--- src/rtl/drq_lost_tracker.sv ---
module drq_lost_tracker #(
  parameter int DW = 8
) (
  input  logic          clk,
  input  logic          rst_n,
  input  logic          start,
  input  logic          wr_mode,
  input  logic          stop,
  input  logic          byte_tick,
  input  logic [DW-1:0] disk_byte,
  input  logic          host_rd,
  input  logic          host_wr,
  input  logic [DW-1:0] host_din,
  output logic          drq,
  output logic          lost,
  output logic [DW-1:0] dreg,
  output logic [DW-1:0] disk_out
);

  logic active, wmode;

  wire rd_go = active & ~wmode;
  wire wr_go = active &  wmode;

  assign disk_out = (byte_tick && drq) ? (host_wr ? host_din : '0) : dreg;

  always_ff @(posedge clk or negedge rst_n) begin
    if (!rst_n) begin
      active <= 1'b0;
      wmode  <= 1'b0;
      drq    <= 1'b0;
      lost   <= 1'b0;
      dreg   <= '0;
    end else if (start) begin
      active <= 1'b1;
      wmode  <= wr_mode;
      drq    <= wr_mode;
      lost   <= 1'b0;
      dreg   <= '0;
    end else if (stop) begin
      active <= 1'b0;
      drq    <= 1'b0;
    end else if (rd_go) begin
      if (byte_tick) begin
        dreg <= disk_byte;
        drq  <= 1'b1;
        if (drq && !host_rd) lost <= 1'b1;
      end else if (host_rd) begin
        drq <= 1'b0;
      end
    end else if (wr_go) begin
      if (host_wr) dreg <= host_din;
      if (byte_tick) begin
        drq <= 1'b1;
        if (drq && !host_wr) lost <= 1'b1;
      end else if (host_wr) begin
        drq <= 1'b0;
      end
    end
  end

endmodule

--- config.mk ---
export PLATFORM = sky130hd
export DESIGN_NAME = drq_lost_tracker
export DESIGN_NICKNAME = d
export VERILOG_FILES = /design/src/rtl/drq_lost_tracker.sv
export SDC_FILE = /design/constraint.sdc
export NUM_CORES = 1
export LEC_CHECK = 0
export ABC_AREA = 1
export BUFFER_PORTS_ARGS = -buffer_cell sky130_fd_sc_hd__buf_2
export CAP_MARGIN = 20
export CORE_MARGIN = 2
export CORE_UTILIZATION = 45
export CTS_CLUSTER_SIZE = 10
export DETAILED_ROUTE_END_ITERATION = 10
export PLACE_DENSITY = 0.8
export SLEW_MARGIN = 20
export SYNTH_ARGS = -nofsm -noshare
export SYNTH_HDL_FRONTEND = slang
export SYNTH_SLANG_ARGS = --single-unit
--- constraint.sdc ---
create_clock -name clk -period 2.37 [get_ports clk]
set_input_delay 0.3555 -clock clk [delete_from_list [all_inputs] [get_ports clk]]
set_output_delay 0.3555 -clock clk [all_outputs]
set_load 0.03 [all_outputs]
# After elaboration in Yosys (flattened, before gate mapping)

Index checks and enable logic that the tools add are counted.

Reductions and logical operators: 14
Bitwise operators: 3
Eq/ne operators: 5
Mux-type cells: 26

Operator list:

| operator             | count |
|---|---|
| $mux W8              | 8 |
| $mux W1              | 18 |
| $reduce_bool A3 Y1   | 3 |
| $ne A3 B3 Y1 const B | 2 |
| $reduce_and A6 Y1    | 1 |
| $ne A5 B5 Y1 const B | 1 |
| $reduce_bool A5 Y1   | 1 |
| $reduce_and A4 Y1    | 1 |
| $reduce_bool A4 Y1   | 1 |
| $logic_and A1 B1 Y1  | 3 |
| $ne A3 B2 Y1 const B | 1 |
| $reduce_and A3 Y1    | 1 |
| $and A1 B1 Y1        | 2 |
| $logic_not A1 Y1     | 2 |
| $ne A2 B2 Y1 const B | 1 |
| $reduce_bool A2 Y1   | 1 |
| $not A1 Y1           | 1 |

Bits of input ports: 24
Flip-flop bits (word level): 12

# Logic depth before layout (Yosys ltp)

Depth in word-level cells: 8
Gate-level depth with buffers: 7
Gate-level depth less buffers: 7

# Worst setup path after synthesis

OpenSTA, ideal clock, no wires.

Path type: reg-to-output
From: reg drq
To: out disk_out[0]
Data required time: 2014 ps
Path slack: 333 ps
Arrival time: 1681 ps
Cell stages (with the launch flop): 4
Buffers on the path: 1
Path through: dfrtp_1 -> nand2_1 -> buf_2 -> o31ai_1

Word-level cells in the longest chain between the ends: 2

Ends and longest elaborated chain:

| item                   | line | text |
|---|---|---|
| start, declared        | 14   | `output logic drq,` |
| start signal, assigned | 37   | `drq <= wr_mode;` |
| $logic_and A1 B1 Y1    | 25   | `assign disk_out = (byte_tick && drq) ? (host_wr ? host_din : '0) : dreg;` |
| $mux W8                | 25   |  |
| end, declared          | 17   | `output logic [DW-1:0] disk_out` |

Every way passes these cells.

# Worst setup path in the final report

From: reg drq
To: out disk_out[3]

The elaborated chain is that of the path after synthesis.

==> flow_summary.yaml <==
run_status:
  status: "completed"
clocking:
  cts.sinks: 12
  cts_buffer_depth: 2
  htreeDepth: 1
  cts_tree: "done"
  post-cts-setup-buffers: 0
  cts_root_buf: "clkbuf_4"
  cts.clk_slew.worst_paths_ns: 0.08
  clk-insertion-delay-late_ns: 0.28
  cts_buffers: 3
  cts_resized: 0
place:
  gp_congestion: 0.793
  numPortBuffers: 41
  dp_hpwl_um: 1640
yosys:
  post-synth-top-count-cell: "nand2_1"
  syn_area_sq_um: 812
  synth_edf_count: 0
  ys_seq_elements: 12
  ys.flop_type: "dfrtp_1"
  synth_common_cells: "52 x nand2_1, 12 x dfrtp_1, 11 x inv_1, 10 x o21ai_0, 8 x o31ai_1"
  synth_seq_area_share_pct: 37.0
  synth_top_area_share_pct: 37.0
  async_reset_ff_share_pct: 100
  syn_nets: 145
  ys_warn_count: 0
  synthTopCellsByArea: "dfrtp_1 37%, nand2_1 24%, o31ai_1 7.4%, o21ai_0 6.2%, inv_1 5.1%"
  synth.avg_cell_area_sq_um: 6.71
  yosysTopAreaCell: "dfrtp_1"
  synthCells: 121
  synth.distinct_cells: 19
setup_path:
  worst_path_max_delay_cell: "dfrtp_1"
  cp.required_ns: 2.01
  crit_buf_inv: 1
  slowest_delay_ns: 0.40
  end_kind: "output pin"
  crit_fanout: 16
  path_cells: "nand2_1 -> o31ai_1 -> buf_2"
  crit_arrival_ns: 1.59
  worstSetupPathType: "reg2out"
  crit_family: "flip-flops"
  start_kind: "flip-flop"
sta:
  finalSetupViolCount: 0
  worstMarginPinSlew_ns: 0.517
  period_share_pct: 82.2
  hold_violations: 0
  fin_crit_ns: 1.95
  rsz0062_at_grt: "no"
  setup_tns_ns: 0
  drv_slew: 0
  clock_skew_ns: 0.00589
  maxSlewHeadroom_pct: 65.4
  max_freq_mhz: 513
routing:
  vias_per_cell: 4.90
  firstDrtPassIters: 4
  drt_iter0_drc: 18
  routed_wl_um: 2180
  drc: 0
  postRouteAntennaNets: 0
  num_vias: 931
  wl_per_cell_um: 11.5
die:
  rows: 15
  start_util_pct: 47.5
  core-area_sq_mm: 0.00171
  die-area_sq_mm: 0.00216
  die_h_um: 46.5
  io_pins: 42
  die_w_um: 46.5
global_routing:
  grt-ovfl-total: 0
  grt_usage_pct: 22.9
  grt_pass1_vias: 831
  grt_pass1_wl_um: 3440
  grt_max_degree: 17
  antenna_found_initial: 0
power:
  power.switching_uw: 291
  power_leakage_nw: 0.627
  seqPwrFrac_pct: 35.9
  pwr-share-comb_pct: 39.8
  clockPowerShare_pct: 24.2
  p_int_uw: 409
  swShare_pct: 41.6
  irDropWorstVdd_mv: 0.354
  p_per_area_mw_per_mm2: 647
cells_and_area:
  antenna_cells: 0
  drive_above_1_share_pct: 33.3
  nets: 190
  area_delta_synth_final_pct: 33.3
  final_util_pct: 63.4
flow_run:
  cap_violations: 0
min_path:
  hp-class: "in2reg"
cell type report:
type                            count  area [sq um]
Multi-Input combinational cell     93           447
Fill cell                         169           626
Sequential cell                    12           300
Inverter                           14          52.6
Tap cell                           25          31.3
Timing Repair Buffer               42           215
Clock buffer                        4          36.3
worst paths after layout:
path | slack, ns | cells after the start | to | from
worst max-delay path | 0.42 | 3 | disk_out[3] | drq
worst min-delay path | 0.33 | 2 | active | stop
worst max register to register | 1.11 | 6 | dreg[2] | active
worst min register to register | 0.50 | 2 | dreg[3] | dreg[3]
max in group asynchronous | 1.65 | 2 | dreg[2] | rst_n
min in group asynchronous | 0.48 | 2 | drq | rst_n
power groups by stage:
| stage | sequential, mW | clock (mW) | combinational (mW) |
|---|---|---|---|
| floorplan | 0.302 | 0 | 0.142 |
| global placement | 0.254 | 0 | 0.273 |
| detailed placement | 0.255 | 0 | 0.279 |
| CTS | 0.251 | 0.174 | 0.281 |
| global route | 0.256 | 0.188 | 0.305 |
| finish | 0.252 | 0.170 | 0.279 |
layout by cell type (no fill, tap or decap):
master / count
nand2_1: 52
buf_2: 41
dfrtp_1: 12
inv_1: 11
o21ai_0: 10
o31ai_1: 8
nand3_1: 6
nor2_1: 5
nand2_2: 4
clkbuf_4: 3
inv_2: 2
nor2_4: 2
clkinv_1: 1
nor2_2: 1
nand4_2: 1
nand3b_1: 1
nand4_1: 1
a21boi_0: 1
a21oi_1: 1
clkbuf_8: 1
dlygate4sd3_1: 1
stage by stage:
stage | hold WS, ns | area (sq um) | power, mW | worst slack (ns) | cells
after floorplan | 0.0599 | 812 | 0.445 | 0.333 | 121
after global placement | 0.249 | 1040 | 0.527 | 0.695 | 185
after detailed placement | 0.259 | 1040 | 0.534 | 0.643 | 185
after CTS | 0.322 | 1080 | 0.706 | 0.423 | 190
after global routing | 0.321 | 1080 | 0.750 | 0.272 | 190
final | 0.331 | 1080 | 0.700 | 0.421 | 190
repair_timing:
action                                  in CTS  in global routing
hold endpoints to repair                    12                  0
endpoints found under the setup margin       0                  0
hold buffers                                 1                  0
worst reg2reg max path, stage by stage, from the launching register on:
cell and delay, ns:
dfrtp_1 0.43, inv_1 0.16, nor2_2 0.05, nand2_1 0.10, nand4_2 0.22, nand2_1 0.14
nand2_1 0.06
kinds of logic after synthesis:
family / after synthesis / share of synthesized area [%]
simple gates: 73 / 39.9
compound gates: 20 / 15.1
buf+inv: 16 / 8.01
flops: 12 / 37.0
flip-flops by register name (all words and copies together) (netlist names):
register	flops
active	1
dreg	8
drq	1
wmode	1
lost	1
per-layer routing:
layer	share of wire, %	routed length [um]	global-route usage, %	vias to the layer above
met5	0	0	0	-
met4	1.3	28	12.0	0
met3	5.5	119	5.88	4
met2	49	1070	36.7	35
met1	44	956	28.0	418
li1	-	-	-	474
(Power assumes the default switching activity.)
